$ cat config.mk
export PLATFORM = sky130hd
export DESIGN_NAME = trace_seq_top
export DESIGN_NICKNAME = d
export VERILOG_FILES = /design/src/rtl/trace_seq_pkg.sv /design/src/rtl/trace_cfg_ram.sv /design/src/rtl/trace_regfile.sv /design/src/rtl/trace_store_buf.sv /design/src/rtl/trace_bundle_alu.sv /design/src/rtl/trace_seq_top.sv
export SDC_FILE = /design/constraint.sdc
export NUM_CORES = 2
export LEC_CHECK = 0
export CAP_MARGIN = 30
export CORE_MARGIN = 8
export CORE_UTILIZATION = 35
export DETAILED_ROUTE_END_ITERATION = 10
export SLEW_MARGIN = 10
export SYNTH_ARGS = -nofsm -noshare
export SYNTH_HDL_FRONTEND = slang
export SYNTH_SLANG_ARGS = --single-unit
$ cat constraint.sdc
create_clock -name clk -period 14.4 [get_ports clk]
set_input_delay 1.44 -clock clk [delete_from_list [all_inputs] [get_ports clk]]
set_output_delay 1.44 -clock clk [all_outputs]
set_load 0.01 [all_outputs]
$ cat src/rtl/trace_seq_pkg.sv
package trace_seq_pkg;
    localparam int DATA_W    = 32;
    localparam int NREG      = 16;
    localparam int REG_AW    = $clog2(NREG);
    localparam int MAX_STEPS = 8;
    localparam int STEP_W    = $clog2(MAX_STEPS);
    localparam int NTRACE    = 4;
    localparam int TRACE_W   = $clog2(NTRACE);
    localparam int CRAM_AW   = TRACE_W + STEP_W;
    localparam int CRAM_DEPTH = NTRACE * MAX_STEPS;
    localparam int SB_DEPTH  = MAX_STEPS;

    typedef enum logic [2:0] {
        OP_ADD, OP_SUB, OP_AND, OP_OR, OP_XOR, OP_SHL, OP_SHR, OP_PASSA
    } alu_op_e;

    typedef enum logic [1:0] {
        K_ALU, K_STORE, K_GUARD, K_NOP
    } step_kind_e;

    typedef struct packed {
        logic              last;
        step_kind_e        kind;
        alu_op_e           op1;
        alu_op_e           op2;
        logic [REG_AW-1:0] ra;
        logic [REG_AW-1:0] rb;
        logic [REG_AW-1:0] rc;
        logic [REG_AW-1:0] rd;
        logic              cfg_x;
        logic [2:0]        exe_len;
        logic              wb_x;
    } step_cfg_t;

    localparam int CFG_W = $bits(step_cfg_t);

    typedef enum logic [2:0] {
        S_IDLE, S_CFG, S_EXE, S_WB, S_DRAIN
    } seq_state_e;

    function automatic logic [DATA_W-1:0] alu_eval(alu_op_e op,
                                                  logic [DATA_W-1:0] a,
                                                  logic [DATA_W-1:0] b);
        case (op)
            OP_ADD:  return a + b;
            OP_SUB:  return a - b;
            OP_AND:  return a & b;
            OP_OR:   return a | b;
            OP_XOR:  return a ^ b;
            OP_SHL:  return a << b[4:0];
            OP_SHR:  return a >> b[4:0];
            default: return a;
        endcase
    endfunction

    function automatic logic [2:0] exe_cycles(logic [2:0] len);
        return (len > 3'd4) ? 3'd5 : len + 3'd1;
    endfunction
endpackage

$ cat src/rtl/trace_cfg_ram.sv
module trace_cfg_ram #(
    parameter int DEPTH = 32,
    parameter int WIDTH = 30,
    localparam int AW = $clog2(DEPTH)
) (
    input  logic             clk,
    input  logic             we,
    input  logic [AW-1:0]    waddr,
    input  logic [WIDTH-1:0] wdata,
    input  logic [AW-1:0]    raddr,
    output logic [WIDTH-1:0] rdata
);
    logic [WIDTH-1:0] mem [DEPTH];

    always_ff @(posedge clk) begin
        if (we) mem[waddr] <= wdata;
    end

    assign rdata = mem[raddr];
endmodule

$ cat src/rtl/trace_regfile.sv
module trace_regfile #(
    parameter int NREG = 16,
    parameter int DW   = 32,
    localparam int AW  = $clog2(NREG)
) (
    input  logic          clk,
    input  logic          rst,
    input  logic          host_we,
    input  logic [AW-1:0] host_waddr,
    input  logic [DW-1:0] host_wdata,
    input  logic          wb_we,
    input  logic [AW-1:0] wb_addr,
    input  logic [DW-1:0] wb_data,
    input  logic          ckpt_take,
    input  logic          restore,
    input  logic [AW-1:0] ra_addr,
    input  logic [AW-1:0] rb_addr,
    input  logic [AW-1:0] rc_addr,
    input  logic [AW-1:0] rh_addr,
    output logic [DW-1:0] ra_data,
    output logic [DW-1:0] rb_data,
    output logic [DW-1:0] rc_data,
    output logic [DW-1:0] rh_data
);
    logic [DW-1:0] rf   [NREG];
    logic [DW-1:0] ckpt [NREG];

    always_ff @(posedge clk) begin
        if (rst) begin
            for (int i = 0; i < NREG; i++) begin
                rf[i]   <= '0;
                ckpt[i] <= '0;
            end
        end else begin
            if (restore) begin
                for (int i = 0; i < NREG; i++) rf[i] <= ckpt[i];
            end else begin
                if (host_we) rf[host_waddr] <= host_wdata;
                if (wb_we)   rf[wb_addr]    <= wb_data;
            end
            if (ckpt_take) begin
                for (int i = 0; i < NREG; i++) ckpt[i] <= rf[i];
            end
        end
    end

    assign ra_data = rf[ra_addr];
    assign rb_data = rf[rb_addr];
    assign rc_data = rf[rc_addr];
    assign rh_data = rf[rh_addr];


    restore_excl_chk: assert property (@(posedge clk) disable iff (rst)
        restore |-> !wb_we && !host_we);
endmodule

$ cat src/rtl/trace_store_buf.sv
module trace_store_buf #(
    parameter int DEPTH = 8,
    parameter int DW    = 32,
    localparam int AW   = $clog2(DEPTH)
) (
    input  logic          clk,
    input  logic          rst,
    input  logic          clear,
    input  logic          push,
    input  logic [DW-1:0] push_addr,
    input  logic [DW-1:0] push_data,
    input  logic          pop,
    output logic          head_valid,
    output logic [DW-1:0] head_addr,
    output logic [DW-1:0] head_data,
    output logic          full
);
    logic [DW-1:0] addr_q [DEPTH];
    logic [DW-1:0] data_q [DEPTH];
    logic [AW:0]   wr_cnt;
    logic [AW:0]   rd_cnt;

    always_ff @(posedge clk) begin
        if (rst || clear) begin
            wr_cnt <= '0;
            rd_cnt <= '0;
        end else begin
            if (push && !full) begin
                addr_q[wr_cnt[AW-1:0]] <= push_addr;
                data_q[wr_cnt[AW-1:0]] <= push_data;
                wr_cnt <= wr_cnt + 1'b1;
            end
            if (pop && head_valid) rd_cnt <= rd_cnt + 1'b1;
        end
    end

    assign full       = (wr_cnt == (AW+1)'(DEPTH));
    assign head_valid = (rd_cnt < wr_cnt);
    assign head_addr  = addr_q[rd_cnt[AW-1:0]];
    assign head_data  = data_q[rd_cnt[AW-1:0]];


    sb_no_overflow_chk: assert property (@(posedge clk) disable iff (rst)
        push |-> !full);

    sb_pop_valid_chk: assert property (@(posedge clk) disable iff (rst)
        pop |-> head_valid);
endmodule

$ cat src/rtl/trace_bundle_alu.sv
module trace_bundle_alu
    import trace_seq_pkg::*;
#(
    parameter int DW = DATA_W
) (
    input  alu_op_e       op1,
    input  alu_op_e       op2,
    input  logic [DW-1:0] a,
    input  logic [DW-1:0] b,
    input  logic [DW-1:0] c,
    output logic [DW-1:0] t,
    output logic [DW-1:0] r
);
    assign t = alu_eval(op1, a, b);
    assign r = alu_eval(op2, t, c);
endmodule

$ cat src/rtl/trace_seq_top.sv
module trace_seq_top
    import trace_seq_pkg::*;
#(
    parameter int MAX_ITER = 32,
    localparam int ITER_W  = $clog2(MAX_ITER + 1)
) (
    input  logic                clk,
    input  logic                rst,
    input  logic                start,
    input  logic [TRACE_W-1:0]  trace_sel,
    input  logic                cfg_we,
    input  logic [CRAM_AW-1:0]  cfg_addr,
    input  logic [CFG_W-1:0]    cfg_data,
    input  logic                livein_we,
    input  logic [REG_AW-1:0]   livein_addr,
    input  logic [DATA_W-1:0]   livein_data,
    input  logic [REG_AW-1:0]   liveout_addr,
    output logic [DATA_W-1:0]   liveout_data,
    output logic                mem_we,
    output logic [DATA_W-1:0]   mem_addr,
    output logic [DATA_W-1:0]   mem_wdata,
    output logic                busy,
    output logic                done,
    output logic                side_exit,
    output logic [ITER_W-1:0]   iter_count
);
    localparam logic [ITER_W-1:0] ITER_LAST = ITER_W'(MAX_ITER - 1);
    localparam logic [STEP_W-1:0] STEP_LAST = STEP_W'(MAX_STEPS - 1);

    seq_state_e          state;
    logic [STEP_W-1:0]   step;
    logic [TRACE_W-1:0]  trace_q;
    logic [2:0]          ph;
    step_cfg_t           cur_q;
    step_cfg_t           ram_cfg;
    logic [CFG_W-1:0]    ram_word;
    logic [DATA_W-1:0]   res_q, t_q, c_q;
    logic [ITER_W-1:0]   iter_q;
    logic                done_q, exit_q;

    logic [DATA_W-1:0]   a_val, b_val, c_val, t_val, r_val;
    logic                sb_valid, sb_full;
    logic [DATA_W-1:0]   sb_addr, sb_data;

    logic start_acc, wb_last, exe_last, guard_fail, step_end, trace_end;
    logic commit, limit_hit, wb_we, sb_push, ckpt_take;

    trace_cfg_ram #(.DEPTH(CRAM_DEPTH), .WIDTH(CFG_W)) cram_i (
        .clk   (clk),
        .we    (cfg_we && !busy),
        .waddr (cfg_addr),
        .wdata (cfg_data),
        .raddr ({trace_q, step}),
        .rdata (ram_word)
    );
    assign ram_cfg = step_cfg_t'(ram_word);

    trace_regfile #(.NREG(NREG), .DW(DATA_W)) rf_i (
        .clk        (clk),
        .rst        (rst),
        .host_we    (livein_we && !busy),
        .host_waddr (livein_addr),
        .host_wdata (livein_data),
        .wb_we      (wb_we),
        .wb_addr    (cur_q.rd),
        .wb_data    (res_q),
        .ckpt_take  (ckpt_take),
        .restore    (guard_fail),
        .ra_addr    (cur_q.ra),
        .rb_addr    (cur_q.rb),
        .rc_addr    (cur_q.rc),
        .rh_addr    (liveout_addr),
        .ra_data    (a_val),
        .rb_data    (b_val),
        .rc_data    (c_val),
        .rh_data    (liveout_data)
    );

    trace_bundle_alu #(.DW(DATA_W)) alu_i (
        .op1 (cur_q.op1),
        .op2 (cur_q.op2),
        .a   (a_val),
        .b   (b_val),
        .c   (c_val),
        .t   (t_val),
        .r   (r_val)
    );

    trace_store_buf #(.DEPTH(SB_DEPTH), .DW(DATA_W)) sb_i (
        .clk        (clk),
        .rst        (rst),
        .clear      (guard_fail || commit),
        .push       (sb_push),
        .push_addr  (t_q),
        .push_data  (c_q),
        .pop        (mem_we),
        .head_valid (sb_valid),
        .head_addr  (sb_addr),
        .head_data  (sb_data),
        .full       (sb_full)
    );

    always_comb begin
        start_acc  = (state == S_IDLE) && start;
        exe_last   = (state == S_EXE) && (ph == exe_cycles(cur_q.exe_len) - 3'd1);
        wb_last    = (state == S_WB) && ((ph == 3'd0 && !cur_q.wb_x) || ph == 3'd1);
        guard_fail = wb_last && (cur_q.kind == K_GUARD) && (res_q == '0);
        wb_we      = wb_last && (cur_q.kind == K_ALU);
        sb_push    = wb_last && (cur_q.kind == K_STORE);
        step_end   = wb_last && !guard_fail;
        trace_end  = step_end && (cur_q.last || step == STEP_LAST);
        mem_we     = (state == S_DRAIN) && sb_valid;
        commit     = (state == S_DRAIN) && !sb_valid;
        limit_hit  = commit && (iter_q == ITER_LAST);
        ckpt_take  = start_acc || commit;
    end

    always_ff @(posedge clk) begin
        if (rst) begin
            state   <= S_IDLE;
            step    <= '0;
            trace_q <= '0;
            ph      <= '0;
            cur_q   <= '0;
            res_q   <= '0;
            t_q     <= '0;
            c_q     <= '0;
            iter_q  <= '0;
            done_q  <= 1'b0;
            exit_q  <= 1'b0;
        end else begin
            done_q <= 1'b0;
            case (state)
                S_IDLE: if (start) begin
                    trace_q <= trace_sel;
                    step    <= '0;
                    ph      <= '0;
                    iter_q  <= '0;
                    exit_q  <= 1'b0;
                    state   <= S_CFG;
                end
                S_CFG: begin
                    if (ph == 3'd0) cur_q <= ram_cfg;
                    if (ph == 3'd0 && ram_cfg.cfg_x) begin
                        ph <= 3'd1;
                    end else begin
                        ph    <= '0;
                        state <= S_EXE;
                    end
                end
                S_EXE: begin
                    if (exe_last) begin
                        res_q <= r_val;
                        t_q   <= t_val;
                        c_q   <= c_val;
                        ph    <= '0;
                        state <= S_WB;
                    end else begin
                        ph <= ph + 3'd1;
                    end
                end
                S_WB: begin
                    if (guard_fail) begin
                        state  <= S_IDLE;
                        done_q <= 1'b1;
                        exit_q <= 1'b1;
                    end else if (trace_end) begin
                        state <= S_DRAIN;
                    end else if (step_end) begin
                        step  <= step + 1'b1;
                        ph    <= '0;
                        state <= S_CFG;
                    end else begin
                        ph <= ph + 3'd1;
                    end
                end
                S_DRAIN: if (commit) begin
                    iter_q <= iter_q + 1'b1;
                    step   <= '0;
                    ph     <= '0;
                    if (limit_hit) begin
                        state  <= S_IDLE;
                        done_q <= 1'b1;
                    end else begin
                        state <= S_CFG;
                    end
                end
                default: state <= S_IDLE;
            endcase
        end
    end

    assign busy       = (state != S_IDLE);
    assign done       = done_q;
    assign side_exit  = exit_q;
    assign iter_count = iter_q;
    assign mem_addr   = sb_addr;
    assign mem_wdata  = sb_data;


    done_idle_chk: assert property (@(posedge clk) disable iff (rst)
        done |-> !busy);

    done_pulse_chk: assert property (@(posedge clk) disable iff (rst)
        done |=> !done);

    iter_cap_chk: assert property (@(posedge clk) disable iff (rst)
        iter_count <= ITER_W'(MAX_ITER));

    exe_phase_chk: assert property (@(posedge clk) disable iff (rst)
        (state == S_EXE) |-> (ph < 3'd5));

    trace_hold_chk: assert property (@(posedge clk) disable iff (rst)
        busy |=> $stable(trace_q));

    drain_only_chk: assert property (@(posedge clk) disable iff (rst)
        sb_push |-> !mem_we && !sb_full);
endmodule

==> metrics <==
final clock skew 0.0603 ns; crit path setup slack, layout 4.21 ns; Final Setup Violations 0; width of the die approximately 640 um; outcome completed; # clock sinks between 2,000 and 3,000; warning count from the yosys run 0; Slowest-stage cell, CP o22ai_2; Mean Syn Cell Area about 14 sq um; proportion of power drawn by the clock network between 10% and 20%; post-CTS resize count 0; count of routing violations after the opening detailed-route iteration between 10,000 and 15,000; register share of total power 24.6%; Remaining Overflow, GRT 0; leakage power 50.3 nW; Bufs and invs on worst path 4; Worst Setup End Kind register; proportion of power drawn by combinational gates between 50% and 60%; Routed Antenna Nets 0; final critical delay including setup and external delays ~10 ns; Clock transition at path regs roughly 0.06 ns; half-perimeter wire length after detailed placement around 330,000 um; number of vias per cell just over 6; antenna violations before repair 28; latest clock arrival within the worst-skew pair roughly 0.92 ns; RSZ-0062 raised after global routing false; net switching share of the total power a little under half; max capacitance violation total 0; number of enable flip-flop cells after synthesis 2,496; worst min-delay path class reg2reg; total number of H-tree levels 5; final weighted congestion of routability-driven global placement between 0.9 and 1; Layout Nets around 9,700; final sum of negative setup slack 0 ns; number of cells traversed by the worst register-to-register path 33; Slew headroom 24.1%; type of origin of the critical path register; Initial Util a little over a third; cell depth of the worst setup path 33; most used cell, CP o21ai_0; library cell with the largest summed area after synthesis edfxtp_1; Port Buf Inserts between 150 and 200; power dissipated by switching net loads roughly 19 mW; clock tree from TritonCTS built; final total power about 41 mW; cell count after synthesis about 9,300; area share of the largest cell type after synthesis between 50% and 60%; number of nets produced by synthesis 9,585; sequential cell area fraction in the yosys report approximately three fifths; sum of routed wire length over all layers approximately 520,000 um; most common library cell in the layout ignoring fill and taps edfxtp_1; flip-flop and latch area ~0.08 sq mm; placement row count 227; data required time of the worst path 15.21 ns; flop and latch count out of synthesis 2,663; total count of max-transition violations in the final report 0; Peak supply drop 325 uV; DRC 0; post-cts hold buffer count 0; total area of multi-input combinational cells approximately 0.053 sq mm; power density over cell area about 260 mW/mm^2; area of the die 0.405 sq mm; top cells by area, synth edfxtp_1 56%, mux4_2 17%, o21ai_0 2.6%, dfxtp_1 2.5%, nand2_1 2.2%; via count of the first global-routing pass between 90,000 and 100k; share of post-route cells with drive strength above 1 a little over a fifth; Die H 636 um; commonest cells after routing, fill and taps aside 2,496 x edfxtp_1, 989 x mux4_2, 767 x nand2_1, 708 x o21ai_0, 351 x nor2_1; number of I/O pins 188; maximum number of pins on one net before global-route repair approximately 150; category of cells accounting for the largest share of critical-path delay compound AO/OA/AOI/OAI gates; GR Util All Layers around a quarter; Most used DFF post-synth edfxtp_1; number of buffers inserted during clock tree synthesis 292; kind of critical path reg2reg; Cell Area, Synth between 0.1 and 0.15 sq mm; post-route clock period utilization a little over two thirds; detailed-router iteration count before antenna repair 9; worst-path fanout max 31; cell internal power dissipation about 21 mW; maximum achievable frequency 98.2 MHz; buffers inserted during post-CTS setup optimization 0; Slowest Stage Delay on Critical Path roughly 0.77 ns; Worst Max-Slew Pin Slew around 1.1 ns; maximum clock insertion buffer count 4; wire length of the first global-routing pass slightly above 700,000 um; routed wirelength normalized by instance count 35.2 um; Unique masters post-synth between 100 and 150; core region area ~0.38 sq mm; area grow syn2layout 13.9%; Setup Slack @ Placement around 4.3 ns; clock tree root buffer cell clkbuf_16; Final Hold Viols 0; async set or reset register ratio after synthesis 0%; number of cells on the worst hold path 2; number of vias in the routed layout roughly 91,000; filler instances between 30,000 and 40,000; CP arrival roughly 11 ns
cell usage after synthesis, types with 50 or more instances:
library cell	n
a211oi_1	92
a21oi_1	276
a221oi_1	50
a22oi_1	78
and2_1	342
buf_1	103
buf_2	78
clkbuf_1	503
dfxtp_1	167
edfxtp_1	2496
ha_1	210
inv_1	142
mux2_2	92
mux2i_1	284
mux4_2	989
nand2_1	800
nand3_1	87
nand3b_1	195
nor2_1	403
nor2b_1	229
nor3_1	61
o21ai_0	712
o22ai_1	56
xnor2_1	94
power groups by stage:
stage	Combinational [mW]	Sequential [mW]	Clock (mW)
after global placement	22.3	10.1	0
after detailed placement	22.2	10.1	0
after global routing	24.0	10.0	7.98
final	23.0	9.98	7.58
after floorplan	13.6	9.78	0
after CTS	22.4	9.96	7.69
per-layer routing:
layer / wire (um) / GRT usage (%) / share of wire (%)
met5: 173 / 0 / 0.033
met1: 201000 / 32.4 / 39
met3: 48900 / 5.35 / 9.4
met4: 34600 / 13.3 / 6.7
met2: 233000 / 38.1 / 45
cell type report:
type | instances | area share [%]
repair buffers | 552 | 3.35
diodes | 5 | 0.00817
clock inverters | 164 | 1.17
multi-input cells | 5733 | 34.7
inverters | 168 | 0.415
clock buffers | 364 | 5.07
well taps | 5038 | 4.11
flip-flops and latches | 2663 | 51.1
kinds of logic after synthesis:
family / count (synthesis) / synth area share, %
xor gates and xnor gates: 118 / 0.768
DFF: 2663 / 58.2
adders and majority gates: 212 / 1.98
and+or+nand+nor: 2266 / 8.39
muxes: 1369 / 19.5
buffers and inverters: 895 / 2.79
AOI/OAI and AO/OA: 1768 / 8.40
worst reg2reg max path: cells and delay by family, from the launching register on:
kind | cells | cell delay, ns
AOI/OAI and AO/OA | 16 | 4.46
xor gates and xnor gates | 2 | 0.32
adders and majority gates | 2 | 0.83
buffers and inverters | 4 | 1.45
DFF | 1 | 0.60
muxes | 1 | 0.60
and+or+nand+nor | 8 | 1.85
flip-flops by register name (all words and copies together), names as in the netlist, 29 cells and up, named ones only:
register	flops
c_q	32
cram_i.mem	960
cur_q	29
res_q	32
rf_i.ckpt	512
rf_i.rf	512
sb_i.addr_q	256
sb_i.data_q	256
t_q	32
stage by stage:
step                util (%)  instances  instance area, sq um  hold slack [ns]
floorplan                  -       9291                135000            0.437
global placement        37.3      14100                143000            0.470
detailed placement      37.4      14100                143000            0.480
CTS                     39.9      14600                153000            0.490
global route            40.1      14700                153000            0.513
finish                  40.1      14700                153000            0.493
final timing paths:
path	from	end	slack (ns)
setup / recovery	register	res_q[31]	4.21
hold / removal	ph[1]	ph[1]	0.49
setup reg to reg	register	res_q[31]	4.21
hold reg to reg	ph[1]	ph[1]	0.49
(Power assumes the default switching activity.)
